===== src/rtl/mlvl_rx_pkg.sv =====
package mlvl_rx_pkg;

   typedef enum logic [2:0] {
      MD_IDLE = 3'd0,
      MD_CAL  = 3'd1,
      MD_MLVL = 3'd2,
      MD_CAP  = 3'd3,
      MD_BIN  = 3'd4
   } rx_mode_e;

   // Control bits: [3] run, [2] wide, [1] tune, [0] narrow
   function automatic rx_mode_e decode_ctl(input logic [3:0] c);
      rx_mode_e m;
      casez (c)
         4'b0010: m = MD_CAL;
         4'b11?0: m = MD_MLVL;
         4'b000?: m = MD_CAP;
         4'b10?1: m = MD_BIN;
         default: m = MD_IDLE;
      endcase
      return m;
   endfunction

endpackage


===== src/rtl/mlvl_mode_dec.sv =====
module mlvl_mode_dec
   import mlvl_rx_pkg::*;
(
   input  logic       clk,
   input  logic       rst_n,
   input  logic [3:0] ctl_sel,
   output rx_mode_e   mode,
   output logic       restart
);

   rx_mode_e prev_q;

   always_comb mode = decode_ctl(ctl_sel);

   assign restart = (mode != prev_q);

   always_ff @(posedge clk) begin
      if (!rst_n) prev_q <= MD_IDLE;
      else        prev_q <= mode;
   end

endmodule


===== src/rtl/mlvl_word_asm.sv =====
module mlvl_word_asm #(
   parameter int WORD_W = 20,
   parameter int SYM_W  = 4
) (
   input  logic              clk,
   input  logic              rst_n,
   input  logic              en_mlvl,
   input  logic              en_bin,
   input  logic              restart,
   input  logic [SYM_W-1:0]  sym,
   output logic [WORD_W-1:0] word,
   output logic              vld
);

   localparam int NSLOT     = WORD_W / SYM_W;
   localparam int MLVL_LAST = NSLOT - 1;
   localparam int BIN_LAST  = WORD_W - 1;
   localparam int CNT_W     = $clog2(WORD_W);

   generate
      if (WORD_W % SYM_W != 0) begin : g_bad_ratio
         $error("WORD_W must be a multiple of SYM_W");
      end
      if (NSLOT < 2) begin : g_bad_slots
         $error("word needs at least two symbol slots");
      end
   endgenerate

   logic [CNT_W-1:0]  cnt_q, idx;
   logic [WORD_W-1:0] asm_q, asm_nxt;
   logic [NSLOT-1:0]  slot_we;
   logic [WORD_W-1:0] bit_we;
   logic              last;

   assign idx = restart ? '0 : cnt_q;

   // per-slot write enables, one per symbol lane and one per bit lane
   genvar gs, gb;
   generate
      for (gs = 0; gs < NSLOT; gs++) begin : g_slot
         assign slot_we[gs] = en_mlvl && (idx == CNT_W'(gs));
      end
      for (gb = 0; gb < WORD_W; gb++) begin : g_bit
         assign bit_we[gb] = en_bin && (idx == CNT_W'(gb));
      end
   endgenerate

   always_comb begin
      asm_nxt = asm_q;
      for (int s = 0; s < NSLOT; s++)
         if (slot_we[s]) asm_nxt[s*SYM_W +: SYM_W] = sym;
      for (int b = 0; b < WORD_W; b++)
         if (bit_we[b]) asm_nxt[b] = sym[0];
   end

   assign last = (en_mlvl && idx == CNT_W'(MLVL_LAST)) ||
                 (en_bin  && idx == CNT_W'(BIN_LAST));

   always_ff @(posedge clk) begin
      if (!rst_n) begin
         cnt_q <= '0;
         asm_q <= '0;
         word  <= '0;
         vld   <= 1'b0;
      end else begin
         asm_q <= asm_nxt;
         vld   <= last;
         if (last) word <= asm_nxt;
         if ((en_mlvl || en_bin) && !last) cnt_q <= idx + 1'b1;
         else                              cnt_q <= '0;
      end
   end

   assert_cnt_bound_R3: assert property (@(posedge clk) disable iff (!rst_n)
      cnt_q <= CNT_W'(BIN_LAST));

   assert_vld_pulse_R2: assert property (@(posedge clk) disable iff (!rst_n)
      vld |=> !vld);

   assert_vld_source_R7: assert property (@(posedge clk) disable iff (!rst_n)
      vld |-> $past(en_mlvl || en_bin));

   assert_lane_excl_R1: assert property (@(posedge clk) disable iff (!rst_n)
      !(en_mlvl && en_bin));

endmodule


===== src/rtl/mlvl_sig_reg.sv =====
module mlvl_sig_reg #(
   parameter int              SIG_W = 16,
   parameter int              SYM_W = 4,
   parameter logic [SIG_W-1:0] POLY = 16'h1021
) (
   input  logic             clk,
   input  logic             rst_n,
   input  logic             fold_en,
   input  logic             shift_en,
   input  logic [SYM_W-1:0] sym,
   output logic             sig_msb
);

   generate
      if (SIG_W < SYM_W) begin : g_bad_sig
         $error("signature narrower than a symbol");
      end
   endgenerate

   logic [SIG_W-1:0] sig_q, folded;

   always_comb begin
      logic fb;
      folded = sig_q;
      for (int b = SYM_W - 1; b >= 0; b--) begin
         fb     = folded[SIG_W-1] ^ sym[b];
         folded = {folded[SIG_W-2:0], 1'b0} ^ (fb ? POLY : '0);
      end
   end

   always_ff @(posedge clk) begin
      if (!rst_n)        sig_q <= '0;
      else if (fold_en)  sig_q <= folded;
      else if (shift_en) sig_q <= {sig_q[SIG_W-2:0], 1'b0};
   end

   assign sig_msb = sig_q[SIG_W-1];

   assert_sig_hold_R7: assert property (@(posedge clk) disable iff (!rst_n)
      (!fold_en && !shift_en) |=> $stable(sig_q));

   assert_fold_shift_excl_R4: assert property (@(posedge clk) disable iff (!rst_n)
      !(fold_en && shift_en));

   assert_zero_fill_R5: assert property (@(posedge clk) disable iff (!rst_n)
      shift_en |=> !sig_q[0]);

endmodule


===== src/rtl/mlvl_rx_deser.sv =====
module mlvl_rx_deser
   import mlvl_rx_pkg::*;
#(
   parameter int               WORD_W = 20,
   parameter int               SYM_W  = 4,
   parameter int               SIG_W  = 16,
   parameter logic [SIG_W-1:0] POLY   = 16'h1021
) (
   input  logic              clk,
   input  logic              rst_n,
   input  logic [3:0]        ctl_sel,
   input  logic [SYM_W-1:0]  sym_in,
   output logic [WORD_W-1:0] word_out,
   output logic              word_vld,
   output logic [SYM_W-1:0]  cal_out,
   output logic              cal_vld,
   output logic              sig_out
);

   rx_mode_e mode;
   logic     restart;
   logic     is_mlvl, is_bin, is_cal, is_cap;

   mlvl_mode_dec u_dec (
      .clk     (clk),
      .rst_n   (rst_n),
      .ctl_sel (ctl_sel),
      .mode    (mode),
      .restart (restart)
   );

   assign is_mlvl = (mode == MD_MLVL);
   assign is_bin  = (mode == MD_BIN);
   assign is_cal  = (mode == MD_CAL);
   assign is_cap  = (mode == MD_CAP);

   mlvl_word_asm #(.WORD_W(WORD_W), .SYM_W(SYM_W)) u_asm (
      .clk     (clk),
      .rst_n   (rst_n),
      .en_mlvl (is_mlvl),
      .en_bin  (is_bin),
      .restart (restart),
      .sym     (sym_in),
      .word    (word_out),
      .vld     (word_vld)
   );

   mlvl_sig_reg #(.SIG_W(SIG_W), .SYM_W(SYM_W), .POLY(POLY)) u_sig (
      .clk      (clk),
      .rst_n    (rst_n),
      .fold_en  (is_mlvl || is_bin),
      .shift_en (is_cap),
      .sym      (sym_in),
      .sig_msb  (sig_out)
   );

   always_ff @(posedge clk) begin
      if (!rst_n) begin
         cal_out <= '0;
         cal_vld <= 1'b0;
      end else begin
         cal_vld <= is_cal;
         if (is_cal) cal_out <= sym_in;
      end
   end

   assert_cal_echo_R6: assert property (@(posedge clk) disable iff (!rst_n)
      cal_vld |-> (cal_out == $past(sym_in)));

   assert_cal_no_word_R6: assert property (@(posedge clk) disable iff (!rst_n)
      cal_vld |-> !word_vld);

endmodule


===== config.mk =====
export PLATFORM = sky130hd
export DESIGN_NAME = mlvl_rx_deser
export DESIGN_NICKNAME = d
export VERILOG_FILES = /design/src/rtl/mlvl_rx_pkg.sv /design/src/rtl/mlvl_mode_dec.sv /design/src/rtl/mlvl_word_asm.sv /design/src/rtl/mlvl_sig_reg.sv /design/src/rtl/mlvl_rx_deser.sv
export SDC_FILE = /design/constraint.sdc
export NUM_CORES = 1
export LEC_CHECK = 0
export BUFFER_PORTS_ARGS = -buffer_cell sky130_fd_sc_hd__buf_4
export CAP_MARGIN = 20
export CORE_UTILIZATION = 52
export DETAILED_ROUTE_END_ITERATION = 6
export GPL_TIMING_DRIVEN = 0
export PLACE_DENSITY = 0.75
export SYNTH_ARGS = -nofsm -noshare
export SYNTH_HDL_FRONTEND = slang
export SYNTH_SLANG_ARGS = --single-unit

===== constraint.sdc =====
create_clock -name clk -period 3.48 [get_ports clk]
set_input_delay 0.696 -clock clk [delete_from_list [all_inputs] [get_ports clk]]
set_output_delay 0.696 -clock clk [all_outputs]
set_load 0.005 [all_outputs]

==> results by group <==
GRT
  • Gr ovfl total: 0
  • Global-route wire length before repair: 12.3 mm
  • GRT Util Overall: 25.8%
  • Largest net degree at the start of global routing: 13
  • Number of global-route vias before repair: 2603
  • Initial antenna violation count: 0

Pwr
  • Pleak: 1.57 nW
  • Net Sw Frac: 25.0%
  • Clock share of power: 39.7%
  • P_int: 1.25 mW
  • Peak VDD IR: 304 uV
  • Power share of the combinational group: 10.7%
  • Seq pwr share: 49.6%
  • Psw: 0.418 mW
  • Pwr dens: 433 nW/um2
  • Total power: 1.67 mW

Placement
  • Dpl ws: -0.369 ns
  • DP Area: 3540 um2
  • GPL Wtd Cong: 0.908
  • DP Cell Count: 474
  • Post-DP HPWL: 5.27 mm
  • Port Buffers: 32

Floorplan
  • # IOs: 37
  • Core area: 5890 um2
  • Die H: 80.0 um
  • Chip width: 80.0 um
  • Die area: 6410 um2
  • Num rows: 28
  • Initial Util: 53.8%

Critical path
  • Crit path arrival time: 3.59 ns
  • CP startpoint kind: input port
  • Worst-path fanout max: 10
  • WS Path Type: input port to flip-flop
  • Worst path required time: 3.72 ns
  • Crit end category: flip-flop

Synthesis
  • Yosys warns: 0
  • Seq cells post-synth: 69
  • Number of enable flip-flop cells after synthesis: 0
  • Synth async-reset ratio: 0%
  • Top FF cell, synth: dfxtp_1
  • Synth Net Count: 382
  • Synthesized area per cell: 8.63 um2
  • Synthesized instance count: 367
  • Seq/Total Area, Yosys: 43.6%
  • Post-synthesis cell type count: 53
  • Synthesized area: 3170 um2

Clock tree
  • Clock slew at reported path FFs: 0.07 ns
  • CTS Buf Count: 9
  • Clock tree from TritonCTS: done
  • Clock Sinks: 69
  • Root Buffer Master: clkbuf_8
  • Clock latency on the worst-skew pair: 0.34 ns
  • Clock buffer depth: 2
  • H-tree Lvls: 3

Final layout
  • Nets: 434
  • Syn-to-layout area delta: 21.9%
  • Share of layout cells above drive strength 1: 20.0%
  • Most common cell after layout, fill and taps aside: dfxtp_1
  • Finished Core Util: 65.6%
  • Non-filler cells, final: 499
  • Fillers: 527
  • Most frequent cells in the layout: dfxtp_1, nand2_1, buf_4
  • Antenna Cells: 0
  • Final Instance Area: 3860 um2

Route
  • WL final: 7.61 mm
  • Vias/cell: 5.63
  • DR WL/cell: 15.3 um
  • DRC Markers: 0
  • DRT Pass-1 Iters: 4
  • Via Count: 2810
  • Routed Antenna Nets: 0
  • DRT iter0 DRCs: 212

STA
  • Final setup margin: 0.131 ns
  • Final setup viols: 0
  • Fin Setup TNS: 0 ns
  • Fmax: 299 MHz
  • Hold Slack: 0.454 ns
  • Final Hold Vio Count: 0
  • Least-Margin Pin Slew: 1.05 ns
  • Final period util: 96.2%
  • Slew Viols, Final: 0
  • Max-slew headroom: 28.9%
  • Worst Skew: 0.00584 ns
  • Min cycle time layout: 3.35 ns

Flow run
  • Max-capacitance violation count: 0

Worst hold path
  • Worst min path class: flip-flop to flip-flop

Run status
  • Run status: finished clean
area by class of cell:
type	count	area (um2)	share of cell area [%]
Multi-Input combinational cell	265	1710	44.2
Clock buffer	11	151	3.92
Timing Repair Buffer	41	308	7.97
Sequential cell	69	1380	35.8
Buffer	26	134	3.47
Tap cell	75	93.8	2.43
Inverter	7	26.3	0.681
Clock inverter	5	58.8	1.52
cell usage after synthesis, types with 4 or more instances:
| library cell | instances | area, um2 |
|---|---|---|
| buf_2 | 5 | 25.0 |
| nand2_1 | 52 | 195 |
| xor2_1 | 8 | 70.1 |
| ha_1 | 5 | 62.6 |
| clkbuf_1 | 16 | 60.1 |
| inv_1 | 7 | 26.3 |
| o221ai_1 | 5 | 43.8 |
| nand3_1 | 7 | 35.0 |
| a311oi_1 | 7 | 61.3 |
| o21ai_0 | 24 | 120 |
| nor2b_1 | 4 | 25.0 |
| mux2i_1 | 20 | 200 |
| xnor2_1 | 6 | 52.6 |
| and3_1 | 6 | 37.5 |
| a21oi_1 | 24 | 120 |
| nor2_1 | 43 | 161 |
| dfxtp_1 | 69 | 1380 |
worst paths after layout:
check / start / to / slack [ns] / cells after the start
worst max-delay path: ctl_sel[2] / u_asm.word[18] / 0.13 / 16
worst min-delay path: u_asm.word[4] / u_asm.word[4] / 0.45 / 2
worst max register to register: u_dec.prev_q[2] / u_asm.word[18] / 0.51 / 15
worst min register to register: u_asm.word[4] / u_asm.word[4] / 0.45 / 2
power groups by stage:
stage          Sequential (mW)  Combinational, mW  Clock (mW)
2_1_floorplan            0.842              0.117           0
3_3_place_gp             0.846              0.159           0
3_5_place_dp             0.846              0.161           0
4_1_cts                  0.828              0.162       0.678
5_1_grt                  0.830              0.199       0.710
6_report                 0.828              0.180       0.664
kinds of logic after synthesis:
family          share of synthesized area [%]
compound gates                           17.9
xor+xnor                                 3.87
fa+ha+maj                                1.98
buf+inv                                  4.50
flops                                    43.6
mux                                      7.03
simple gates                             21.1
registers in the layout, summed over array words and instances, names as in the netlist:
signal / cells
u_asm.vld: 1
cal_vld: 1
u_asm.word: 20
u_dec.prev_q: 3
u_asm.asm_q: 19
cal_out: 4
u_sig.sig_q: 16
u_asm.cnt_q: 5
routing by layer:
| metal | up-vias | track usage (%) | wire, um |
|---|---|---|---|
| met2 | 105 | 42.2 | 3540 |
| met1 | 1293 | 31.4 | 3340 |
| met4 | 0 | 15.5 | 275 |
| met5 | - | 0 | 0 |
| met3 | 22 | 4.46 | 462 |
| li1 | 1390 | - | - |
critical path, cell delays in order:
cell	delay, ns
clkbuf_2	0.15
and3b_4	0.24
or3_1	0.38
a32oi_4	0.29
buf_6	0.17
buf_4	0.16
and2_4	0.16
inv_1	0.05
ha_2	0.22
and3_4	0.18
a21oi_1	0.14
nor2b_1	0.07
clkbuf_4	0.18
nand2_4	0.13
inv_1	0.10
a32o_1	0.24
timing repair:
item                       in CTS  in global routing
gates cloned                    0                  0
gates resized for setup         1                 15
setup buffers                   0                  9
pin swaps                       0                  1
hold buffers                    0                  0
setup endpoints to repair       1                 33
(Power assumes the default switching activity.)
